### src/rtl/lbuf_pkg.sv
package lbuf_pkg;
  typedef enum logic [0:0] {
    LB_IDLE = 1'b0,
    LB_WAIT = 1'b1
  } lb_state_e;
endpackage

### src/rtl/lbuf_rst_sync.sv
module lbuf_rst_sync #(
  parameter int STAGES = 2
) (
  input  logic clk,
  input  logic rst_n,
  output logic rst_sn
);
  logic [STAGES-1:0] sync_q;

  always_ff @(posedge clk or negedge rst_n) begin
    if (!rst_n) sync_q <= '0;
    else        sync_q <= {sync_q[STAGES-2:0], 1'b1};
  end

  assign rst_sn = sync_q[STAGES-1];
endmodule

### src/rtl/lbuf_match.sv
module lbuf_match #(
  parameter int DEPTH = 8,
  parameter int AW    = 16,
  localparam int IDXW = $clog2(DEPTH)
) (
  input  logic                      clk,
  input  logic                      rst_sn,
  input  logic [DEPTH-1:0][AW-1:0]  tags_i,
  input  logic [DEPTH-1:0]          valid_i,
  input  logic [AW-1:0]             probe_i,
  output logic                      hit_o,
  output logic [IDXW-1:0]           hit_idx_o
);
  logic [DEPTH-1:0] hit_vec;

  for (genvar g = 0; g < DEPTH; g++) begin : g_cmp
    assign hit_vec[g] = valid_i[g] && (tags_i[g] == probe_i);
  end

  always_comb begin
    hit_idx_o = '0;
    for (int i = 0; i < DEPTH; i++) begin
      if (hit_vec[i]) hit_idx_o = hit_idx_o | IDXW'(i);
    end
  end

  assign hit_o = |hit_vec;

  AST_SINGLE_MATCH: assert property (@(posedge clk) disable iff (!rst_sn)
    $onehot0(hit_vec));
endmodule

### src/rtl/lbuf_store.sv
module lbuf_store #(
  parameter int DEPTH = 8,
  parameter int AW    = 16,
  parameter int IW    = 32,
  localparam int IDXW = $clog2(DEPTH)
) (
  input  logic                      clk,
  input  logic                      rst_sn,
  input  logic                      flush_i,
  input  logic                      wr_en_i,
  input  logic [AW-1:0]             wr_addr_i,
  input  logic [IW-1:0]             wr_data_i,
  input  logic [IDXW-1:0]           rd_idx_i,
  output logic [IW-1:0]             rd_data_o,
  output logic [DEPTH-1:0][AW-1:0]  tags_o,
  output logic [DEPTH-1:0]          valid_o
);
  localparam logic [IDXW-1:0] LAST = IDXW'(DEPTH - 1);

  logic [DEPTH-1:0][IW-1:0] data_q;
  logic [DEPTH-1:0][AW-1:0] tag_q;
  logic [DEPTH-1:0]         vld_q, vld_d;
  logic [IDXW-1:0]          wptr_q, wptr_d;
  logic                     wptr_en;

  // Write pointer: oldest slot, advanced per fill, rewound on flush.
  always_comb begin
    wptr_en = flush_i | wr_en_i;
    if (flush_i)             wptr_d = '0;
    else if (wptr_q == LAST) wptr_d = '0;
    else                     wptr_d = wptr_q + 1'b1;
  end

  always_comb begin
    vld_d = vld_q;
    if (flush_i)      vld_d = '0;
    else if (wr_en_i) vld_d[wptr_q] = 1'b1;
  end

  always_ff @(posedge clk or negedge rst_sn) begin
    if (!rst_sn) begin
      wptr_q <= '0;
      vld_q  <= '0;
    end else begin
      if (wptr_en) wptr_q <= wptr_d;
      vld_q <= vld_d;
    end
  end

  for (genvar g = 0; g < DEPTH; g++) begin : g_slot
    logic slot_we;
    assign slot_we = wr_en_i && (wptr_q == IDXW'(g));
    always_ff @(posedge clk) begin
      if (slot_we) begin
        data_q[g] <= wr_data_i;
        tag_q[g]  <= wr_addr_i;
      end
    end
  end

  assign rd_data_o = data_q[rd_idx_i];
  assign tags_o    = tag_q;
  assign valid_o   = vld_q;

  AST_FLUSH_EMPTIES: assert property (@(posedge clk) disable iff (!rst_sn)
    flush_i |=> (valid_o == '0));
  AST_FLUSH_BEATS_FILL: assert property (@(posedge clk) disable iff (!rst_sn)
    (flush_i && wr_en_i) |=> (valid_o == '0));
endmodule

### src/rtl/lbuf_ctrl.sv
module lbuf_ctrl #(
  parameter int AW = 16,
  parameter int IW = 32
) (
  input  logic          clk,
  input  logic          rst_sn,
  input  logic          fetch_req_i,
  input  logic [AW-1:0] fetch_addr_i,
  input  logic          hit_i,
  input  logic [IW-1:0] hit_data_i,
  input  logic          mem_rsp_valid_i,
  input  logic [IW-1:0] mem_rsp_data_i,
  output logic          ready_o,
  output logic          mem_req_o,
  output logic [AW-1:0] mem_addr_o,
  output logic          fill_en_o,
  output logic [AW-1:0] fill_addr_o,
  output logic          instr_valid_o,
  output logic [IW-1:0] instr_o
);
  import lbuf_pkg::*;

  lb_state_e     state_q, state_d;
  logic [AW-1:0] addr_q;
  logic          addr_en;
  logic          accept, waiting, rsp_take;
  logic          ovld_d;
  logic [IW-1:0] odata_d;
  logic          odata_en;

  assign waiting  = (state_q == LB_WAIT);
  assign ready_o  = !waiting;
  assign accept   = ready_o && fetch_req_i;
  assign rsp_take = waiting && mem_rsp_valid_i;

  always_comb begin
    state_d = state_q;
    addr_en = 1'b0;
    case (state_q)
      LB_IDLE: if (accept && !hit_i) begin
        state_d = LB_WAIT;
        addr_en = 1'b1;
      end
      LB_WAIT: if (mem_rsp_valid_i) state_d = LB_IDLE;
      default: state_d = LB_IDLE;
    endcase
  end

  always_comb begin
    ovld_d   = (accept && hit_i) || rsp_take;
    odata_en = ovld_d;
    odata_d  = rsp_take ? mem_rsp_data_i : hit_data_i;
  end

  always_ff @(posedge clk or negedge rst_sn) begin
    if (!rst_sn) begin
      state_q       <= LB_IDLE;
      instr_valid_o <= 1'b0;
    end else begin
      state_q       <= state_d;
      instr_valid_o <= ovld_d;
    end
  end

  always_ff @(posedge clk) begin
    if (addr_en)  addr_q  <= fetch_addr_i;
    if (odata_en) instr_o <= odata_d;
  end

  assign mem_req_o   = waiting;
  assign mem_addr_o  = addr_q;
  assign fill_en_o   = rsp_take;
  assign fill_addr_o = addr_q;

  AST_MISS_HELD: assert property (@(posedge clk) disable iff (!rst_sn)
    (mem_req_o && !mem_rsp_valid_i) |=> (mem_req_o && $stable(mem_addr_o)));
  AST_RSP_DELIVERED: assert property (@(posedge clk) disable iff (!rst_sn)
    (mem_req_o && mem_rsp_valid_i) |=> (instr_valid_o && !mem_req_o));
  AST_BUSY_IGNORES: assert property (@(posedge clk) disable iff (!rst_sn)
    (!ready_o && !mem_rsp_valid_i) |=> !instr_valid_o);
endmodule

### src/rtl/fetch_loop_buf.sv
module fetch_loop_buf #(
  parameter int DEPTH = 8,
  parameter int AW    = 16,
  parameter int IW    = 32,
  localparam int IDXW = $clog2(DEPTH)
) (
  input  logic          clk,
  input  logic          rst_n,
  input  logic          flush_i,
  input  logic          fetch_req_i,
  input  logic [AW-1:0] fetch_addr_i,
  output logic          fetch_ready_o,
  output logic          instr_valid_o,
  output logic [IW-1:0] instr_o,
  output logic          mem_req_o,
  output logic [AW-1:0] mem_addr_o,
  input  logic          mem_rsp_valid_i,
  input  logic [IW-1:0] mem_rsp_data_i
);
  logic                     rst_sn;
  logic                     hit;
  logic [IDXW-1:0]          hit_idx;
  logic [IW-1:0]            hit_data;
  logic [DEPTH-1:0][AW-1:0] tags;
  logic [DEPTH-1:0]         valids;
  logic                     fill_en;
  logic [AW-1:0]            fill_addr;

  lbuf_rst_sync #(.STAGES(2)) u_rst (
    .clk(clk), .rst_n(rst_n), .rst_sn(rst_sn)
  );

  lbuf_match #(.DEPTH(DEPTH), .AW(AW)) u_match (
    .clk(clk), .rst_sn(rst_sn), .tags_i(tags), .valid_i(valids),
    .probe_i(fetch_addr_i), .hit_o(hit), .hit_idx_o(hit_idx)
  );

  lbuf_store #(.DEPTH(DEPTH), .AW(AW), .IW(IW)) u_store (
    .clk(clk), .rst_sn(rst_sn), .flush_i(flush_i), .wr_en_i(fill_en),
    .wr_addr_i(fill_addr), .wr_data_i(mem_rsp_data_i), .rd_idx_i(hit_idx),
    .rd_data_o(hit_data), .tags_o(tags), .valid_o(valids)
  );

  lbuf_ctrl #(.AW(AW), .IW(IW)) u_ctrl (
    .clk(clk), .rst_sn(rst_sn), .fetch_req_i(fetch_req_i),
    .fetch_addr_i(fetch_addr_i), .hit_i(hit), .hit_data_i(hit_data),
    .mem_rsp_valid_i(mem_rsp_valid_i), .mem_rsp_data_i(mem_rsp_data_i),
    .ready_o(fetch_ready_o), .mem_req_o(mem_req_o), .mem_addr_o(mem_addr_o),
    .fill_en_o(fill_en), .fill_addr_o(fill_addr),
    .instr_valid_o(instr_valid_o), .instr_o(instr_o)
  );

  AST_HIT_NO_MEM: assert property (@(posedge clk) disable iff (!rst_sn)
    (fetch_ready_o && fetch_req_i && hit) |=> (instr_valid_o && !mem_req_o));
  AST_MISS_ISSUES: assert property (@(posedge clk) disable iff (!rst_sn)
    (fetch_ready_o && fetch_req_i && !hit) |=> (mem_req_o && !instr_valid_o));
endmodule

### config.mk
export PLATFORM = sky130hd
export DESIGN_NAME = fetch_loop_buf
export DESIGN_NICKNAME = d
export VERILOG_FILES = /design/src/rtl/lbuf_pkg.sv /design/src/rtl/lbuf_rst_sync.sv /design/src/rtl/lbuf_match.sv /design/src/rtl/lbuf_store.sv /design/src/rtl/lbuf_ctrl.sv /design/src/rtl/fetch_loop_buf.sv
export SDC_FILE = /design/constraint.sdc
export NUM_CORES = 1
export LEC_CHECK = 0
export BUFFER_PORTS_ARGS = -buffer_cell sky130_fd_sc_hd__buf_4
export CAP_MARGIN = 0
export CORE_ASPECT_RATIO = 0.6
export CORE_MARGIN = 5
export CORE_UTILIZATION = 43
export DETAILED_ROUTE_END_ITERATION = 8
export GPL_TIMING_DRIVEN = 1
export SLEW_MARGIN = 10
export SYNTH_ARGS = -nofsm -noshare
export SYNTH_HDL_FRONTEND = slang
export SYNTH_SLANG_ARGS = --single-unit
### constraint.sdc
create_clock -name clk -period 1.2 [get_ports clk]
set_clock_uncertainty 0.15 [all_clocks]
set_input_delay 0.18 -clock clk [delete_from_list [all_inputs] [get_ports clk]]
set_output_delay 0.18 -clock clk [all_outputs]
set_load 0.01 [all_outputs]
==> flow_summary.json, run 1 <==
{
  "grt_pass1_wl_um": 76000,
  "cts_max_level": 2,
  "vias_per_cell": 5.48,
  "clock-sinks": 447,
  "grt-ovfl-total": 0,
  "synth_edf_count": 432,
  "drive_gt1_frac": 0.365,
  "synth_seq_area_share": 0.729,
  "worstSetupPathType": "reg2reg",
  "drt_wl_total_um": 54700,
  "status": "finished, violations left",
  "clockRootBuffer": "clkbuf_16",
  "yosys.area.top_type": "edfxtp_1",
  "drc": 0,
  "syn_to_final_growth_pct": 40.1,
  "peakVddDrop_uv": 1070,
  "antenna_left": 0,
  "regArea_mm2": 0.0134,
  "power_leakage_nw": 8.90,
  "drt_iter0_drc": 1274,
  "syn-instance-count": 1071,
  "dp_hpwl_um": 29200,
  "violations": "negative setup slack",
  "vias": 11300,
  "worstPathArrival_ns": 3.02,
  "synth_common_cells": "edfxtp_1, mux2i_1, xnor2_1",
  "track_usage": 0.218,
  "power_density_mw_per_mm2": 1340,
  "fill_cells": 2976,
  "synth-main-ff-cell": "edfxtp_1",
  "path_max_fanout": 12,
  "antenna_found_initial": 0,
  "die_area_mm2": 0.0470,
  "die_h_um": 170,
  "max_freq_ghz": 0.343,
  "grt_pass1_vias": 10900,
  "layout.cells.non_filler": 2066,
  "endpoint_kind": "register",
  "core_mm2": 0.0420,
  "path_clk_slew_ns": 0.06,
  "dieWidth_um": 276,
  "syn_nets": 1130,
  "synth_warnings": 0,
  "critPathSlowestCell": "or4_4",
  "drv_cap": 0,
  "hp-class": "reg2async",
  "core.rowCount": 58,
  "cts_buffer_depth": 3,
  "cts_tree": "yes",
  "synth_most_common_cell": "edfxtp_1",
  "period_share": 2.43,
  "diodes": 0,
  "ios": 104,
  "rsz0062_at_grt": "true",
  "finalWorstSetupSlack_ns": -1.71,
  "drtPass1Iterations": 5,
  "pre_cts_ws_ns": -1.92,
  "dp.cells": 1816,
  "cp_cell_sequence": "xor2_2, or4_4, nor4_1, and3_2, buf_4, buf_4, nor4_4, o21ai_4, buf_4, buf_12",
  "slowest_delay_ns": 0.53,
  "cpMostUsedCell": "buf_4",
  "hold_viol": 0,
  "portBuffers": 103,
  "reg2reg_slack_ns": -1.71,
  "globalplace.congestion": 0.939,
  "clk_latency_ns": 0.56,
  "setup_viol_count_final": 530,
  "multi_input_area_mm2": 0.00516,
  "synth_seq_cells": 447,
  "cp.required_ns": 1.30,
  "synth.distinct_cells": 48,
  "slew_violations": 0,
  "async_reset_ff_frac": 0.0336,
  "syn_avg_cell_area_um2": 17.1,
  "netlist_area_mm2": 0.0183,
  "startpoint_type": "register",
  "period_needed_ns": 2.91,
  "numCtsBuffers": 43,
  "holdWs_ns": 0.0381,
  "netlist.area_leader.share": 0.708,
  "wire_per_inst_um": 26.5,
  "total_power_mw": 34.5,
  "start_util": 0.436,
  "nNetsFinal": 1522,
  "grt_max_degree": 39,
  "ys_top_cells_by_area": "edfxtp_1, mux2i_1, xnor2_1"
}
## cells by family (layout without fill, tap and decap cells)
kind of cell               Yosys count  in the layout  share of synthesized area
DFF                                447            447                      0.729
buffers and inverters               68            492                     0.0249
muxes                               96             96                     0.0525
AOI/OAI and AO/OA                  145            145                     0.0699
and+or+nand+nor                    179            180                     0.0580
xor gates and xnor gates           129            129                     0.0617
adders and majority gates            6              6                    0.00410
other                                1              1                   0.000205
## metal layers
| metal | routed length [um] | vias to the layer above | part of all wire | global-route usage |
|---|---|---|---|---|
| met5 | 0 | - | 0 | 0 |
| met4 | 664 | 0 | 0.012 | 0.0375 |
| met3 | 5270 | 61 | 0.096 | 0.0585 |
| met2 | 22900 | 444 | 0.42 | 0.304 |
| met1 | 25900 | 5808 | 0.47 | 0.348 |
| li1 | - | 5001 | - | - |
## where the power goes
part	switching [mW]	leakage, nW	internal, mW	total [mW]
Clock	5.81	0.652	7.41	13.2
Combinational	1.74	4.14	1.76	3.50
Sequential	0.192	4.11	17.6	17.8
## through the flow
| stage | setup TNS, ns | util | area [um^2] |
|---|---|---|---|
| 2_1_floorplan | -369.07 | - | 18500 |
| 3_5_place_dp | -326.27 | 0.500 | 21000 |
| 3_3_place_gp | -318.15 | 0.500 | 21000 |
| 6_report | -362.17 | 0.611 | 25700 |
| 5_1_grt | -376.45 | 0.611 | 25700 |
| 4_1_cts | -330.68 | 0.594 | 25000 |
## layout make-up
class | count | share of cell area
Inverter | 4 | 0.000780
Clock buffer | 61 | 0.0466
Sequential cell | 447 | 0.520
Multi-Input combinational cell | 557 | 0.201
Tap cell | 570 | 0.0278
Timing Repair Buffer | 410 | 0.198
Clock inverter | 17 | 0.00570
## registers in the layout, summed over array words and instances (netlist names)
| register | count |
|---|---|
| u_ctrl.mem_req_o | 1 |
| u_store.data_q | 256 |
| u_store.tags_o | 128 |
| u_ctrl.instr_o | 32 |
| u_store.wptr_q | 3 |
| u_store.valid_o | 8 |
| u_ctrl.fill_addr_o | 16 |
| u_rst.sync_q | 2 |
| u_ctrl.instr_valid_o | 1 |
## cells in the final DEF (no fill, tap or decap), types with 13 or more instances in the layout
cell           synthesis  routed
nand2_1               43      41
buf_4                  3     165
nand4_1               23      23
clkbuf_16              0      58
and4_1                34      34
clkbuf_1              25      15
a211oi_2               0      19
xor2_1                56      46
dlygate4sd3_1          0      52
mux2i_1               96      93
edfxtp_1             432     432
buf_12                 4      67
o31ai_2               32      31
dfrtp_1               15      13
buf_16                 0      20
xnor2_1               73      66
buf_8                  4      14
a21o_1                32      32
nor2_1                23      16
a22o_1                32      31
a211oi_1              33      13
buf_6                  7      79
## critical path, delay by kind of cell (launching register included)
family | cells | cell delay (ns)
simple gates | 4 | 1.13
buf+inv | 4 | 0.54
flops | 1 | 0.41
compound gates | 1 | 0.18
xor+xnor | 1 | 0.17
## worst paths after layout
| path | end | cells after the start | from |
|---|---|---|---|
| min in group clk | u_store.wptr_q[2]$_DFFE_PN0P_ | 5 | mem_rsp_valid_i |
| max reg2reg | u_ctrl.instr_o[7]$_DFFE_PP_ | 10 | u_store.tags_o[100]$_DFFE_PP_ |
| max | u_ctrl.instr_o[7]$_DFFE_PP_ | 10 | u_store.tags_o[100]$_DFFE_PP_ |
| min reg2reg | u_store.wptr_q[2]$_DFFE_PN0P_ | 1 | u_rst.sync_q[1]$_DFF_PN0_ |
| max in group asynchronous | u_rst.sync_q[0]$_DFF_PN0_ | 3 | rst_n |
| min | u_store.wptr_q[2]$_DFFE_PN0P_ | 1 | u_rst.sync_q[1]$_DFF_PN0_ |
## what timing repair did
item	in CTS	in global routing
hold endpoints to repair	318	0
resized for setup	143	122
setup buffers	76	27
hold buffers	52	0
pin swaps	52	53
endpoints found under the setup margin	528	530
gates cloned	31	15
Power figures use the tool's default switching activity.
==> run 2, diff against run 1 <==
- CORE_MARGIN: 5 -> default
==> flow_summary.json, run 2 (synthesized netlist as in run 1, its figures left out) <==
{
  "status": "finished, violations left",
  "violations": "negative hold slack, negative setup slack",
  "period_needed_ns": 2.99,
  "antenna_found_initial": 0,
  "drt_wl_total_um": 53900,
  "p_sw_frac": 0.216,
  "clockRootBuffer": "clkbuf_16",
  "slew_violations": 0,
  "finalSetupTns_ns": -378.80,
  "slew_headroom": 0.665,
  "diodes": 0,
  "drt_iter0_drc": 1390,
  "cts_buffer_depth": 3,
  "max_freq_ghz": 0.334,
  "largest_reg_flops": 256,
  "grt_max_degree": 33,
  "holdWs_ns": -0.0158,
  "combPwrFrac": 0.099,
  "grt_pass1_vias": 10800,
  "fill_cells": 3011,
  "grt_pass1_wl_um": 74700,
  "clkPwrFrac": 0.397,
  "globalplace.congestion": 0.887,
  "path_clk_slew_ns": 0.07,
  "hp-class": "in2reg",
  "peakVddDrop_uv": 965,
  "multi_input_area_mm2": 0.00508,
  "core.rowCount": 58,
  "track_usage": 0.240,
  "final_common_cell": "edfxtp_1",
  "rsz0062_at_grt": "true",
  "cts_hold_buf": 52,
  "cts_max_level": 2,
  "switching_power_mw": 7.64,
  "core_mm2": 0.0419,
  "worstSetupPathType": "reg2reg",
  "die_area_mm2": 0.0435,
  "hold_viol": 1,
  "cts_tree": "yes",
  "power_density_mw_per_mm2": 1350,
  "worstMarginPinSlew_ns": 0.499,
  "cp.required_ns": 1.36,
  "dp_hpwl_um": 29300,
  "finalWorstSetupSlack_ns": -1.79,
  "path_max_fanout": 7,
  "drtPass1Iterations": 6,
  "final_util": 0.623,
  "ios": 104,
  "worstPathArrival_ns": 3.15,
  "portBuffers": 103,
  "top_register": "u_store.data_q",
  "setup_viol_count_final": 531,
  "period_share": 2.49,
  "intPower_mw": 27.7,
  "startpoint_type": "register",
  "nNetsFinal": 1553,
  "power_leakage_nw": 9.15,
  "total_power_mw": 35.3,
  "start_util": 0.437,
  "vias": 11500,
  "regArea_mm2": 0.0134,
  "drc": 0,
  "drive_gt1_frac": 0.375,
  "mostFrequentLayoutCells": "edfxtp_1, buf_4, buf_6, mux2i_1, buf_12",
  "clock-sinks": 447,
  "drv_cap": 0,
  "grt-ovfl-total": 0,
  "vias_per_cell": 5.49,
  "seq_power_share": 0.503,
  "die_h_um": 162,
  "antenna_left": 0,
  "syn_to_final_growth_pct": 42.7,
  "dieWidth_um": 268,
  "numCtsBuffers": 42,
  "clk_latency_ns": 0.56,
  "endpoint_kind": "register",
  "wire_per_inst_um": 25.7
}
==> run 2: changes by cell type in the layout (fill, tap and decap cells not counted), moves of 7 or more <==
cell      before  now
buf_6         79   91
buf_8         14   21
a211oi_2      19    4
a211oi_1      13   29
clkinv_2       3   10
==> run 2: repair_timing <==
action | 4_1_cts | 5_1_grt
resized for setup | 148 | 138
endpoints found under the setup margin | 528 | 528
buffers inserted | 86 | 33
gates cloned | 33 | 16
pin swaps | 25 | 38
hold endpoints to repair | 318 | 1
==> run 2: final timing paths <==
kind	startpoint	end	slack, ns	cells after the start
hold reg to reg	u_rst.sync_q[1]$_DFF_PN0_	u_store.wptr_q[2]$_DFFE_PN0P_	0.02	1
max in group asynchronous	rst_n	u_rst.sync_q[0]$_DFF_PN0_	0.41	3
hold / removal	mem_rsp_valid_i	u_store.wptr_q[1]$_DFFE_PN0P_	-0.02	5
setup / recovery	u_store.tags_o[100]$_DFFE_PP_	u_ctrl.instr_o[11]$_DFFE_PP_	-1.79	11
min in group asynchronous	u_rst.sync_q[1]$_DFF_PN0_	u_store.wptr_q[2]$_DFFE_PN0P_	0.02	1
setup reg to reg	u_store.tags_o[100]$_DFFE_PP_	u_ctrl.instr_o[11]$_DFFE_PP_	-1.79	11
==> run 2: final cells by class <==
class                   instances  share of cell area
repair buffers                443               0.212
well taps                     570              0.0273
clock inverters                24              0.0122
clock buffers                  52              0.0425
multi-input cells             556               0.194
inverters                       4             0.00105
flip-flops and latches        447               0.511
==> run 2: critical path, stage by stage (launching register included) <==
cell      delay, ns
edfxtp_1       0.41
xor2_2         0.19
or4_4          0.50
nor3b_4        0.23
o2bb2a_4       0.21
nand3_4        0.15
buf_12         0.19
buf_6          0.12
buf_6          0.09
mux2i_1        0.23
a21o_1         0.19
o31ai_2        0.07
==> run 2: metrics by stage <==
step	instances	setup WS, ns	hold WS [ns]	area, um^2
finish	2096	-1.79	-0.0158	26100
detailed placement	1837	-1.87	-0.186	21200
global route	2096	-1.84	0.0128	26100
global placement	1837	-1.91	-0.185	21200
CTS	2082	-1.67	0.0191	25500
floorplan	1071	-1.47	-0.266	18500
==> run 2: power groups by stage <==
stage	clock [mW]	combinational, mW	sequential, mW
2_1_floorplan	0	1.05	18.2
3_3_place_gp	0	2.28	18.2
3_5_place_dp	0	2.31	18.2
4_1_cts	14.2	3.18	17.8
5_1_grt	14.8	3.70	17.8
6_report	14.0	3.51	17.8
==> run 2: layer usage <==
layer  wire [um]  up-vias  GRT usage
li1            -     5058          -
met1       25500     5832      0.396
met2       22400      554      0.326
met3        5240       69     0.0476
met4         798        0     0.0436
met5           0        -          0
==> run 3, diff against run 2 <==
- SETUP_SLACK_MARGIN: default -> 0.4
- clock period: 1.2 -> 3.84 ns (I/O delays scaled with it)
==> flow_summary.json, run 3 (synthesized netlist as in run 1, its figures left out) <==
{
  "top_register": "u_store.data_q",
  "worstSetupPathType": "reg2reg",
  "drt_iter0_drc": 930,
  "crit_path_start": "u_store.tags_o[120]$_DFFE_PP_",
  "cp.required_ns": 3.96,
  "peakVddDrop_uv": 280,
  "power_leakage_nw": 6.96,
  "finalWorstSetupSlack_ns": 0.608,
  "drt_wl_total_um": 43100,
  "final_common_cell": "edfxtp_1",
  "reg2reg_depth": 9,
  "drc": 0,
  "wire_per_inst_um": 24.0,
  "numCtsBuffers": 44,
  "core_mm2": 0.0419,
  "layout.cells.non_filler": 1794,
  "pre_cts_ws_ns": 0.0826,
  "hold_viol": 0,
  "r2r-start": "u_store.tags_o[120]$_DFFE_PP_",
  "drive_gt1_frac": 0.204,
  "mostFrequentLayoutCells": "edfxtp_1, buf_4, mux2i_1, xnor2_1, xor2_1",
  "fill_cells": 3479,
  "slew_headroom": 0.436,
  "rsz0062_at_grt": "false",
  "syn_to_final_growth_pct": 15.7,
  "slew_violations": 0,
  "startpoint_type": "register",
  "cts_max_level": 2,
  "reg2reg_slack_ns": 0.61,
  "clock-sinks": 447,
  "die_h_um": 162,
  "drtPass1Iterations": 5,
  "max_freq_ghz": 0.309,
  "portBuffers": 103,
  "grt_pass1_vias": 9602,
  "hp-class": "in2reg",
  "dieWidth_um": 268,
  "drv_cap": 0,
  "power_density_mw_per_mm2": 485,
  "vias_per_cell": 5.45,
  "status": "complete, no violations",
  "antenna_left": 0,
  "track_usage": 0.201,
  "globalplace.congestion": 0.947,
  "endpoint_kind": "register",
  "endpoint": "u_ctrl.instr_o[24]$_DFFE_PP_",
  "grt_max_degree": 49,
  "vias": 9774,
  "period_needed_ns": 3.23,
  "dp.cells": 1715,
  "antenna_found_initial": 3,
  "grt_pass1_wl_um": 63700,
  "worstMarginPinSlew_ns": 0.847,
  "regToRegEndpoint": "u_ctrl.instr_o[24]$_DFFE_PP_",
  "start_util": 0.437,
  "cts_tree": "yes",
  "cts_buffer_depth": 3,
  "period_share": 0.842,
  "path_clk_slew_ns": 0.06,
  "clk_latency_ns": 0.55,
  "die_area_mm2": 0.0435,
  "dp_hpwl_um": 26100,
  "clockRootBuffer": "clkbuf_16",
  "grt-ovfl-total": 0,
  "setup_viol_count_final": 0,
  "largest_reg_flops": 256,
  "ios": 104,
  "path_max_fanout": 24,
  "hold_depth": 2,
  "nNetsFinal": 1251,
  "worstPathArrival_ns": 3.35,
  "finalSetupTns_ns": 0,
  "core.rowCount": 58
}
run 3: layer usage:
metal / GRT usage / share of wire
met5: 0 / 0.00039
met1: 0.324 / 0.50
met3: 0.0497 / 0.085
met4: 0.0509 / 0.017
met2: 0.268 / 0.40
run 3: stage by stage:
stage,hold WS [ns],instance area (um^2),total power [mW],utilization
after floorplan,0.0104,18300,5.98,-
after global placement,0.124,19800,6.29,0.473
after detailed placement,0.132,19800,6.29,0.473
after CTS,0.0805,21200,10.4,0.505
after global routing,0.106,21200,10.6,0.505
final,0.104,21200,10.3,0.505
run 3: area by class of cell:
| type | count | area [um^2] | share of cell area |
|---|---|---|---|
| timing repair buffer | 139 | 1220 | 0.0576 |
| inverter | 4 | 15.0 | 0.000708 |
| tap | 570 | 713 | 0.0336 |
| clock inverter | 26 | 196 | 0.00927 |
| multi-input combinational | 556 | 4550 | 0.215 |
| antenna | 1 | 2.50 | 0.000118 |
| clock buffer | 51 | 1150 | 0.0542 |
| sequential | 447 | 13300 | 0.630 |
run 3: power breakdown:
part	leakage [nW]	internal, mW	switching [mW]	total [mW]
Clock	0.662	2.33	1.77	4.10
Combinational	2.18	0.239	0.374	0.613
Sequential	4.12	5.50	0.0760	5.58
run 3: worst min-delay path by stage:
stage                                                 to                 startpoint  slack [ns]
after floorplan           u_ctrl.instr_valid_o$_DFF_PN0_  u_rst.sync_q[1]$_DFF_PN0_        0.01
after global placement     u_store.wptr_q[1]$_DFFE_PN0P_  u_rst.sync_q[1]$_DFF_PN0_        0.12
after detailed placement   u_store.wptr_q[1]$_DFFE_PN0P_  u_rst.sync_q[1]$_DFF_PN0_        0.13
after CTS                     u_ctrl.mem_req_o$_DFF_PN0_            mem_rsp_valid_i        0.08
after global routing       u_store.data_q[251]$_DFFE_PP_         mem_rsp_data_i[27]        0.11
final                         u_ctrl.mem_req_o$_DFF_PN0_            mem_rsp_valid_i        0.10
run 3: what timing repair did:
action / in CTS / in global routing
hold buffers: 1 / 0
resized for setup: 0 / 1
setup buffers: 0 / 0
setup endpoints to repair: 0 / 24
hold endpoints to repair: 2 / 0
run 3: critical path: stages (launching register included):
cell      delay (ns)
edfxtp_1        0.38
xnor2_1         0.51
nor3b_1         0.25
nand4_1         0.13
o22ai_1         0.34
nor3_2          0.15
nor2_4          0.29
buf_4           0.45
a22o_1          0.24
o31ai_2         0.06
